### src/rtl/mbx_pkg.sv
package mbx_pkg;
    localparam int BYTE_W   = 8;
    localparam int WORD_W   = 32;
    localparam int SEL_W    = 3;
    localparam int NUM_COND = 4;

    localparam logic [SEL_W-1:0] SEL_INTR = 3'd0;
    localparam logic [SEL_W-1:0] SEL_DATA = 3'd1;
    localparam logic [SEL_W-1:0] SEL_STAT = 3'd2;

    // Condition vector: bit 0 out-empty, 1 out-not-full, 2 in-not-empty, 3 overflow
    typedef struct packed {
        logic ovf;
        logic rx_ne;
        logic tx_nf;
        logic tx_e;
    } cond_t;

    localparam cond_t COND_AT_RESET = '{ovf: 1'b0, rx_ne: 1'b0, tx_nf: 1'b1, tx_e: 1'b1};

    function automatic logic [WORD_W-1:0] place_byte(input logic [BYTE_W-1:0] b);
        return {{(WORD_W-16){1'b0}}, b, 8'h00};
    endfunction

    function automatic logic [BYTE_W-1:0] take_byte(input logic [WORD_W-1:0] w);
        return w[15:8];
    endfunction
endpackage

### src/rtl/mbx_fifo.sv
module mbx_fifo #(
    parameter int DEPTH = 8,
    parameter int WIDTH = 8,
    localparam int PTR_W = (DEPTH > 1) ? $clog2(DEPTH) : 1,
    localparam int CNT_W = $clog2(DEPTH + 1)
) (
    input  logic             clk,
    input  logic             rst,
    input  logic             push,
    input  logic [WIDTH-1:0] din,
    input  logic             pop,
    output logic [WIDTH-1:0] dout,
    output logic             full,
    output logic             empty,
    output logic [CNT_W-1:0] level
);
    logic [WIDTH-1:0] store [DEPTH];
    logic [PTR_W-1:0] wr_ptr, rd_ptr;
    logic             do_push, do_pop;

    assign full    = (level == CNT_W'(DEPTH));
    assign empty   = (level == '0);
    assign do_push = push && !full;
    assign do_pop  = pop && !empty;
    assign dout    = store[rd_ptr];

    function automatic logic [PTR_W-1:0] next_ptr(input logic [PTR_W-1:0] p);
        return (p == PTR_W'(DEPTH - 1)) ? '0 : p + 1'b1;
    endfunction

    always_ff @(posedge clk) begin
        if (rst) begin
            wr_ptr <= '0;
            rd_ptr <= '0;
            level  <= '0;
        end else begin
            if (do_push) begin
                store[wr_ptr] <= din;
                wr_ptr        <= next_ptr(wr_ptr);
            end
            if (do_pop) rd_ptr <= next_ptr(rd_ptr);
            if (do_push && !do_pop)      level <= level + 1'b1;
            else if (do_pop && !do_push) level <= level - 1'b1;
        end
    end

    assert_full_push_dropped_R4: assert property (@(posedge clk) disable iff (rst)
        full && push && !pop |=> level == CNT_W'(DEPTH));
    assert_empty_pop_hold_R3: assert property (@(posedge clk) disable iff (rst)
        empty && pop && !push |=> empty);
    assert_level_bound_R4: assert property (@(posedge clk) disable iff (rst)
        level <= CNT_W'(DEPTH));
endmodule

### src/rtl/mbx_irq_ctrl.sv
module mbx_irq_ctrl
    import mbx_pkg::*;
(
    input  logic                clk,
    input  logic                rst,
    input  logic                live_tx_e,
    input  logic                live_tx_nf,
    input  logic                live_rx_ne,
    input  logic                rx_drop,
    input  logic                intr_wr,
    input  logic [7:0]          intr_wdata,
    input  logic                ovf_clr,
    output logic [NUM_COND-1:0] req,
    output logic [NUM_COND-1:0] mask,
    output logic                ovf_flag,
    output logic                irq
);
    cond_t cur, prev;
    logic [NUM_COND-1:0] rise, clr;

    assign cur  = '{ovf: ovf_flag, rx_ne: live_rx_ne, tx_nf: live_tx_nf, tx_e: live_tx_e};
    assign rise = cur & ~prev;
    assign clr  = intr_wr ? intr_wdata[NUM_COND-1:0] : '0;
    assign irq  = |(req & mask);

    always_ff @(posedge clk) begin
        if (rst) begin
            prev     <= COND_AT_RESET;
            req      <= '0;
            mask     <= '0;
            ovf_flag <= 1'b0;
        end else begin
            prev <= cur;
            req  <= (req & ~clr) | rise;
            if (intr_wr) mask <= intr_wdata[2*NUM_COND-1:NUM_COND];
            if (rx_drop)      ovf_flag <= 1'b1;
            else if (ovf_clr) ovf_flag <= 1'b0;
        end
    end

    assert_drop_sets_ovf_R6: assert property (@(posedge clk) disable iff (rst)
        rx_drop |=> ovf_flag);
    assert_ovf_sticky_R6: assert property (@(posedge clk) disable iff (rst)
        ovf_flag && !ovf_clr |=> ovf_flag);
    assert_req_sticky_R7: assert property (@(posedge clk) disable iff (rst)
        !intr_wr |=> (req & $past(req)) == $past(req));
    assert_mask_hold_R8: assert property (@(posedge clk) disable iff (rst)
        !intr_wr |=> $stable(mask));
    assert_irq_needs_mask_R8: assert property (@(posedge clk) disable iff (rst)
        irq |-> mask != '0);
endmodule

### src/rtl/uc_mailbox_bridge.sv
module uc_mailbox_bridge
    import mbx_pkg::*;
#(
    parameter int TX_DEPTH = 8,
    parameter int RX_DEPTH = 8,
    localparam int TX_CNT_W = $clog2(TX_DEPTH + 1),
    localparam int RX_CNT_W = $clog2(RX_DEPTH + 1)
) (
    input  logic              clk,
    input  logic              rst,
    input  logic [SEL_W-1:0]  reg_sel,
    input  logic              reg_wr,
    input  logic              reg_rd,
    input  logic [WORD_W-1:0] reg_wdata,
    output logic [WORD_W-1:0] reg_rdata,
    output logic              irq,
    output logic              tx_valid,
    input  logic              tx_ready,
    output logic [BYTE_W-1:0] tx_data,
    input  logic              rx_valid,
    output logic              rx_ready,
    input  logic [BYTE_W-1:0] rx_data
);
    logic tx_full, tx_empty, rx_full, rx_empty;
    logic [TX_CNT_W-1:0] tx_level;
    logic [RX_CNT_W-1:0] rx_level;
    logic [BYTE_W-1:0]   rx_head;
    logic [NUM_COND-1:0] req, mask;
    logic ovf_flag, wr_data, rd_data, wr_intr, wr_stat, rx_drop;
    cond_t status;

    assign wr_data  = reg_wr && (reg_sel == SEL_DATA);
    assign rd_data  = reg_rd && (reg_sel == SEL_DATA);
    assign wr_intr  = reg_wr && (reg_sel == SEL_INTR);
    assign wr_stat  = reg_wr && (reg_sel == SEL_STAT);
    assign tx_valid = !tx_empty;
    assign rx_ready = !rx_full;
    assign rx_drop  = rx_valid && rx_full;
    assign status   = '{ovf: ovf_flag, rx_ne: !rx_empty, tx_nf: !tx_full, tx_e: tx_empty};

    mbx_fifo #(.DEPTH(TX_DEPTH), .WIDTH(BYTE_W)) tx_q (
        .clk(clk), .rst(rst),
        .push(wr_data), .din(take_byte(reg_wdata)),
        .pop(tx_valid && tx_ready), .dout(tx_data),
        .full(tx_full), .empty(tx_empty), .level(tx_level)
    );

    mbx_fifo #(.DEPTH(RX_DEPTH), .WIDTH(BYTE_W)) rx_q (
        .clk(clk), .rst(rst),
        .push(rx_valid), .din(rx_data),
        .pop(rd_data), .dout(rx_head),
        .full(rx_full), .empty(rx_empty), .level(rx_level)
    );

    mbx_irq_ctrl irq_ctl (
        .clk(clk), .rst(rst),
        .live_tx_e(tx_empty), .live_tx_nf(!tx_full), .live_rx_ne(!rx_empty),
        .rx_drop(rx_drop),
        .intr_wr(wr_intr), .intr_wdata(reg_wdata[7:0]),
        .ovf_clr(wr_stat && reg_wdata[3]),
        .req(req), .mask(mask), .ovf_flag(ovf_flag), .irq(irq)
    );

    always_comb begin
        reg_rdata = '0;
        case (reg_sel)
            SEL_INTR: reg_rdata = {{(WORD_W-2*NUM_COND){1'b0}}, mask, req};
            SEL_DATA: reg_rdata = rx_empty ? '0 : place_byte(rx_head);
            SEL_STAT: reg_rdata = {{(WORD_W-NUM_COND){1'b0}}, status};
            default:  reg_rdata = '0;
        endcase
    end

    assert_rx_level_stable_on_drop_R6: assert property (@(posedge clk) disable iff (rst)
        rx_drop && !rd_data |=> rx_level == RX_CNT_W'(RX_DEPTH));
    assert_empty_read_zero_R3: assert property (@(posedge clk) disable iff (rst)
        rd_data && rx_level == '0 |-> reg_rdata == '0);
    assert_tx_full_level_R4: assert property (@(posedge clk) disable iff (rst)
        tx_level == TX_CNT_W'(TX_DEPTH) && !tx_ready |=> tx_level == TX_CNT_W'(TX_DEPTH));
endmodule

### config.mk
export PLATFORM = sky130hd
export DESIGN_NAME = uc_mailbox_bridge
export DESIGN_NICKNAME = d
export VERILOG_FILES = /design/src/rtl/mbx_pkg.sv /design/src/rtl/mbx_fifo.sv /design/src/rtl/mbx_irq_ctrl.sv /design/src/rtl/uc_mailbox_bridge.sv
export SDC_FILE = /design/constraint.sdc
export NUM_CORES = 1
export LEC_CHECK = 0
export ABC_AREA = 1
export BUFFER_PORTS_ARGS = -buffer_cell sky130_fd_sc_hd__buf_2
export CAP_MARGIN = 20
export CORE_MARGIN = 2
export CORE_UTILIZATION = 45
export DETAILED_ROUTE_END_ITERATION = 7
export PLACE_DENSITY = 0.77
export RECOVER_POWER = 50
export SYNTH_ARGS = -nofsm -noshare
export SYNTH_HDL_FRONTEND = slang
export SYNTH_SLANG_ARGS = --single-unit
export TNS_END_PERCENT = 10
### constraint.sdc
create_clock -name clk -period 2 [get_ports clk]
set_clock_uncertainty 0.15 [all_clocks]
set_input_delay 0.4 -clock clk [delete_from_list [all_inputs] [get_ports clk]]
set_output_delay 0.4 -clock clk [all_outputs]
set_load 0.01 [all_outputs]
# Yosys cells after proc, flatten, opt, wreduce, memory -nomap -nowiden
# Memory sizes are Yosys's and may differ from the RTL's. A register that Yosys moved wholly into a read port is not among the register bits.
# Cells that the tools add are included.
[totals]
regBits = 33
ram_bits = 128
inputBits = 49
output_inout_bits = 43
wordCells = 90
mem_count = 2
[op_classes]
n_addsub = 8
n_eq_ne = 8
mux = 23
bitwise_logic = 6
reduce_logical = 30
[memory_table]
columns = ["name", "words", "word_bits", "rd", "rd_ports_with_merged_regs", "write_ports", "line_no", "source"]
rows = [
  ["rx_q.store", 8, 8, 1, 1, 1, "mbx_fifo.sv:17", "logic [WIDTH-1:0] store [DEPTH];"],
  ["tx_q.store", 8, 8, 1, 1, 1, "mbx_fifo.sv:17", ""],
]
[op_table]
columns = ["cell", "count"]
rows = [
  ["$pmux 16 s3", 1],
  ["$mux 3", 8],
  ["$mux 4", 5],
  ["$mux 16", 1],
  ["$logic_and 1x1->1", 15],
  ["$add 3x1->3 const B", 4],
  ["$and 4x4->4", 3],
  ["$eq 3x3->1 const B", 4],
  ["$add 4x1->4 const B", 2],
  ["$eq 4x4->1 const B", 2],
  ["$logic_not 1->1", 8],
  ["$logic_not 4->1", 2],
  ["$mux 1", 8],
  ["$not 4->4", 2],
  ["$sub 4x1->4 const B", 2],
  ["$reduce_bool 2->1", 3],
  ["$or 4x4->4", 1],
  ["$reduce_or 4->1", 1],
  ["$eq 3x1->1 const B", 1],
  ["$eq 3x2->1 const B", 1],
  ["$logic_not 3->1", 1],
]

# Logic depth before layout (Yosys ltp)
# Gate-level depths: netlist (run 1).
[logic_depth]
depth_word = 7
ltp_mapped = 15
ltp_nobuf = 15

# By module
# From an unflattened synthesis (run 1), not the netlist that was laid out.
[hier_totals]
cells_unflattened = 758
area_unflattened_um2 = 7443.4
[by_module_without_submodules]
columns = ["mod", "n_inst", "cells_per_inst", "area_each_um2", "seq_area_each_um2"]
rows = [
  ["mbx_fifo (rx_q)", 1, 313, 3311.9, 2182.1],
  ["mbx_fifo (tx_q)", 1, 313, 3290.7, 2182.1],
  ["mbx_irq_ctrl", 1, 57, 471.7, 260.2],
  ["uc_mailbox_bridge", 1, 75, 369.1, 0.0],
]

# Least setup slack after synthesis (run 1)
# Ideal clock, no wire load.
[synth_timing]
path_type = "flip-flop to flip-flop"
startpoint = "reg rx_q.level[0]"
endpoint = "reg rx_q.level[3]"
setup_time_ns = 0.071
t_arrival_ns = 1.969
t_required_ns = 1.779
path_slack_ns = -0.190
path_stages_with_launch = 14
path_buffers = 0
synth_period_minus_slack_ns = 2.190
cell_sequence = "dfxtp_1 -> nor2_1 -> nand3_1 -> nand2_2 -> inv_1 -> ha_1 -> inv_1 -> ha_1 -> or2_2 -> nand2_1 -> nand2_1 -> nand2_1 -> nand2_1 -> a21oi_1"
[synth_between]
elab_chain_len = 6
word_cells_on_any_way = 15
cone_classes = "add/sub (2); eq/ne (1); mux (2); reduce/logical (10)"
[synth_lines]
columns = ["item", "line_no", "source"]
rows = [
  ["start: declaration", "mbx_fifo.sv:15", "output logic [CNT_W-1:0] level"],
  ["start signal: assignment", "mbx_fifo.sv:42", "if (do_push && !do_pop) level <= level + 1'b1;"],
  ["start signal: assignment", "mbx_fifo.sv:43", "else if (do_pop && !do_push) level <= level - 1'b1;"],
  ["$eq 4x4->1 (*)", "mbx_fifo.sv:21", "assign full = (level == CNT_W'(DEPTH));"],
  ["$logic_not 1->1 (*)", "-", ""],
  ["net rx_ready", "uc_mailbox_bridge.sv:21", "output logic rx_ready,"],
  ["$logic_and 1x1->1 (*)", "mbx_fifo.sv:23", "assign do_push = push && !full;"],
  ["net rx_q.do_push", "mbx_fifo.sv:19", "logic do_push, do_pop;"],
  ["$logic_not 1->1", "mbx_fifo.sv:43", ""],
  ["$logic_and 1x1->1", "mbx_fifo.sv:43", ""],
  ["$reduce_bool 2->1 (no line)", "-", ""],
]
# The timed path passes the listed nets; every way through them passes the cells marked *. The select of a mux whose other input is x is not followed.
# A chain may end at the register's enable or synchronous reset.

==> flow_summary.yaml, run 1 <==
die:
  core_area_um2: 15200
  start_util_pct: 46.2
  placement_rows: 45
  die_y_um: 129
  die_x_um: 129
  die-area_um2: 16600
  ios: 92
detailed_routing:
  vias: 5056
  dr.pass1.iters: 7
  ant_nets: 0
  via_per_inst: 5.10
  routed_wl_um: 14700
  drt_iter0_markers: 378
  wl_per_cell_um: 14.9
  post-route-drc-count: 0
synth:
  synth_seq_cells: 167
  syn-mean-instance-area_um2: 10.5
  synthCells: 666
  synth_cell_type_count: 27
  ys_seq_area_share_pct: 65.8
  synth.cell_area_um2: 7020
  ys_warn_count: 0
finish:
  synthToLayoutAreaGrowth_pct: 25.1
  final_cell_mix: "128 x edfxtp_1, 116 x nand2_1, 101 x nor2_1"
  layout.nets: 855
  final_common_cell: "edfxtp_1"
  utilization_pct: 57.8
  n_antenna_cell: 0
  fillers: 1242
  drive_gt1_share_pct: 25.5
  layout.cells.non_filler: 991
global_route:
  grt_pass1_wl_um: 23800
  grt_util_all_layers_pct: 18.9
  overflow: 0
  grt_pass1_vias: 4981
  antenna_found_initial: 0
  grt_start_max_net_pins: 33
timing:
  finalCriticalPeriod_ns: 2.16
  fin_crit_sh_pct: 108
  fmaxAchievable_mhz: 462
  finalMaxSlewViolations: 0
  rsz0062_at_grt: "yes"
  setup_violations: 17
  fin_ws_ns: -0.165
  hold_viol_final: 0
run_status:
  violations: "negative setup slack"
  status: "finished with violations"
setup_path:
  slowest_stage: "dfxtp_4"
  r2r_cells: 14
  cp.required_ns: 1.45
  crit_arrival_ns: 1.61
  reg2reg_to: "rx_q.level[3]$_SDFFE_PP0P_"
  timing.rr.start: "rx_q.level[0]$_SDFFE_PP0P_"
  path_buf_inv: 3
  slowest_delay_ns: 0.38
  reg2reg_slack_ns: -0.08
  endpoint_kind: "primary output"
  critPathKind: "register to primary output"
  cp_top_family: "buffers and inverters"
  cp-start-kind: "register"
  crit_chain: "buf_8 -> buf_4 -> nand2_1 -> nand3_1 -> a21oi_2 -> nor2_1 -> buf_2"
  crit_fanout: 6
place:
  pre_cts_slack_ns: -0.264
  hpwl_um: 9530
  placed_cells_incl_taps: 951
  io_buffers: 59
  gp_congestion: 0.786
job:
  drv_cap: 0
clock_network:
  cts_max_path_buffers: 2
  clk_pin_slew_ns: 0.07
  insertion_delay_ns: 0.43
  root_buffer: "clkbuf_16"
  cts_tree: "done"
  htreeDepth: 4
  cts_hold_buffers: 0
  cts_num_sinks: 167
  numCtsBuffers: 17
hold_path:
  hold_path_class: "input pin to register"
  whs_endpoint: "irq_ctl.mask[1]$_SDFFE_PP0N_"
  hold_depth: 3
  hp-start: "reg_wdata[5]"
power:
  power_leakage_nw: 3.44
  ir_drop_mv: 0.637
  p_per_area_nw_per_um2: 1090
  power_mw: 9.57
## Yosys cell counts (all sizes together)
| master | instances | area, µm² |
|---|---|---|
| a21oi | 34 | 170 |
| fa | 2 | 40.0 |
| nand3 | 28 | 155 |
| o22ai | 21 | 131 |
| o21ai | 80 | 400 |
| or2 | 4 | 25.0 |
| xor2 | 2 | 17.5 |
| ha | 14 | 175 |
| inv | 46 | 173 |
| edfxtp | 128 | 3840 |
| dfxtp | 39 | 781 |
| nor2 | 105 | 399 |
| buf | 33 | 219 |
| conb | 1 | 3.75 |
| nand4 | 1 | 6.26 |
| nand2 | 122 | 460 |
| clkinv | 1 | 3.75 |
| clkbuf | 5 | 20.0 |
## worst reg2reg max path, cell delays in order (launching register included)
cell,delay [ns]
dfxtp_2,0.33
nor2_4,0.14
buf_4,0.12
nand3_1,0.13
nand2_2,0.11
inv_2,0.06
ha_4,0.17
inv_4,0.07
ha_4,0.20
or2_4,0.24
nand2_1,0.06
nand2_1,0.04
nand2_1,0.05
nand2_1,0.05
a21oi_1,0.10
## power by group
group          switching [mW]  total (mW)  internal (mW)
clock                    1.37        3.24           1.86
sequential              0.136        4.06           3.92
combinational            1.29        2.27          0.981
## how the worst max path moves through the flow
stage               startpoint                          to  cells after the start
finish                register               reg_rdata[14]                      7
global route          register                reg_rdata[9]                      7
floorplan           reg_sel[1]  tx_q.level[3]$_SDFFE_PP0P_                     14
detailed placement  reg_sel[1]  tx_q.level[3]$_SDFFE_PP0P_                     15
CTS                   register               reg_rdata[15]                      6
global placement    reg_sel[1]  tx_q.level[3]$_SDFFE_PP0P_                     15
## cells by family after synthesis
kind of cell | after synthesis | share of synthesized area (%)
AND/OR/NAND/NOR | 260 | 14.9
flip-flops | 167 | 65.8
AO/OA/AOI/OAI | 135 | 9.99
buffers and inverters | 85 | 5.91
adder cells (fa/ha/maj) | 16 | 3.06
XOR/XNOR | 2 | 0.249
other | 1 | 0.0534
## through the flow
step	hold WS, ns	instance area [µm²]	TNS, ns
finish	0.0902	8780	-2.03
global route	0.0906	8780	-5.73
CTS	0.0710	8750	-2.15
detailed placement	0.274	7900	-2.30
global placement	0.269	7900	-1.38
floorplan	0.258	7130	-0.0225
## metal layers
metal	global-route usage [%]	wire (µm)	part of all wire, %
met1	22.8	6260	42
met2	32.1	7490	51
met3	4.86	729	4.9
met4	8.06	256	1.7
met5	0	0	0
## final cells by class
type                            count  area, µm²  share of cell area, %
Tap cell                          188        235                   2.68
Sequential cell                   167       4640                   52.8
Timing Repair Buffer              128        896                   10.2
Clock buffer                       17        425                   4.84
Inverter                           47        195                   2.22
Multi-Input combinational cell    429       2220                   25.3
Clock inverter                     15        166                   1.89
## state kept, by name, indices dropped and copies added (netlist names), named ones only
| register | count |
|---|---|
| rx_q.rd_ptr | 3 |
| rx_q.store | 64 |
| irq_ctl.ovf_flag | 1 |
| rx_q.wr_ptr | 3 |
| irq_ctl.prev | 4 |
| tx_q.store | 64 |
| irq_ctl.req | 4 |
| tx_q.wr_ptr | 3 |
| tx_q.rd_ptr | 3 |
| irq_ctl.mask | 4 |
| tx_q.level | 4 |
| rx_q.level | 4 |
## repair_timing
item                                    4_1_cts  5_1_grt
gates cloned                                  2        0
pin swaps                                    26       14
endpoints found under the setup margin       21       24
resized for setup                            57       26
hold endpoints to repair                      0        0
buffers inserted                              5        1
Note: power is estimated with default switching activity, not from simulation.
==> run 2, diff against run 1 <==
GPL_TIMING_DRIVEN = 0   (was not set)
==> flow_summary.yaml, run 2 (synthesis gave the netlist of run 1 again) <==
run_status:
  status: "finished with violations"
  violations: "negative setup slack"
timing:
  hold_viol_final: 0
  relSlewSlack_pct: 62.9
  finalCriticalPeriod_ns: 2.21
  hold_ws_ns: 0.0810
  tns_ns: -2.47
  fin_ws_ns: -0.207
  rsz0062_at_grt: "yes"
  setup_violations: 21
  tightest_slew_ns: 0.556
  fmaxAchievable_mhz: 453
  finalMaxSlewViolations: 0
  fin_crit_sh_pct: 110
finish:
  layout.cells.non_filler: 965
  layout.nets: 829
  n_antenna_cell: 0
  utilization_pct: 56.4
  synthToLayoutAreaGrowth_pct: 22.0
  drive_gt1_share_pct: 23.6
  final_common_cell: "edfxtp_1"
  design_area_um2: 8570
  final_cell_mix: "128 x edfxtp_1, 118 x nand2_1, 80 x nor2_1"
  largest_registers: "rx_q.store (64), tx_q.store (64)"
job:
  drv_cap: 0
die:
  die_x_um: 129
  placement_rows: 45
  core_area_um2: 15200
  ios: 92
  die-area_um2: 16600
  die_y_um: 129
  start_util_pct: 46.2
setup_path:
  crit_arrival_ns: 1.66
  slowest_delay_ns: 0.44
  crit_fanout: 10
  r2r_cells: 13
  critPathKind: "register to primary output"
  slowest_stage: "dfxtp_4"
  cp-start-kind: "register"
  endpoint_kind: "primary output"
  cp.required_ns: 1.45
  reg2reg_slack_ns: -0.12
  cp_top_family: "flip-flops"
  worst-path-stages: 7
  path_buf_inv: 3
  crit_chain: "inv_8 -> buf_6 -> nand2_1 -> nand3_1 -> a21oi_1 -> nor2_1 -> buf_2"
detailed_routing:
  via_per_inst: 5.22
  drt_iter0_markers: 444
  vias: 5041
  dr.pass1.iters: 5
  wl_per_cell_um: 15.7
  ant_nets: 0
  routed_wl_um: 15200
  post-route-drc-count: 0
place:
  pre_cts_slack_ns: -0.416
  gp_congestion: 0.793
  place_area_um2: 7650
  placed_cells_incl_taps: 927
  io_buffers: 58
  hpwl_um: 9630
global_route:
  grt_util_all_layers_pct: 19.1
  grt_pass1_wl_um: 23900
  grt_pass1_vias: 4836
  overflow: 0
  antenna_found_initial: 0
  grt_start_max_net_pins: 17
clock_network:
  htreeDepth: 4
  root_buffer: "clkbuf_16"
  cts_max_path_buffers: 2
  cts_num_sinks: 167
  insertion_delay_ns: 0.44
  clk_pin_slew_ns: 0.06
  numCtsBuffers: 17
  cts_hold_buffers: 0
  cts_tree: "done"
power:
  ir_drop_mv: 0.668
  power_mw: 9.58
  p_per_area_nw_per_um2: 1120
  power_leakage_nw: 3.27
hold_path:
  hold_path_class: "input pin to register"
  hold_depth: 4
==> run 2: what timing repair did <==
item	in CTS	in global routing
setup endpoints to repair	153	97
pin swaps	11	9
buffers inserted	2	2
cloned	3	0
endpoints found under the hold margin	0	0
gates resized for setup	74	46
==> run 2: final timing paths <==
kind	from	endpoint
worst max-delay path	register	reg_rdata[15]
worst min-delay path	reg_wdata[0]	irq_ctl.req[0]$_SDFF_PP0_
worst max register to register	tx_q.level[0]$_SDFFE_PP0P_	tx_q.level[3]$_SDFFE_PP0P_
worst min register to register	irq_ctl.prev[3]$_SDFF_PP0_	irq_ctl.req[3]$_SDFF_PP0_
==> run 2: layout make-up <==
class	count	area, µm²
clock inverters	15	163
multi-input cells	429	2230
flip-flops and latches	167	4660
repair buffers	65	328
clock buffers	17	425
plain buffers	37	327
inverters	47	201
fillers	1246	6630
well taps	188	235
==> run 2: power by group <==
part	leakage [nW]	internal [mW]	switching [mW]
Clock	0.291	1.87	1.43
Sequential	1.48	3.94	0.219
Combinational	1.50	0.854	1.27
==> run 2: worst reg2reg max path, cell delays in order, from the launching register on <==
cell and delay, ns:
dfxtp_4 0.37, nor2_4 0.14, nand3_2 0.09, nand3_2 0.12
inv_4 0.06, ha_2 0.20, inv_4 0.09, ha_4 0.20
or2_2 0.28, nand2_1 0.07, nand2_1 0.05, nand2_1 0.06
nand2_1 0.05, a21oi_1 0.12
==> run 2: layer usage <==
metal  GRT usage, %  wire, µm  share of wire [%]
met5              0         0                  0
met4           8.12       290                1.9
met3           4.66      1030                6.7
met2           32.1      7550                 50
met1           23.7      6330                 42
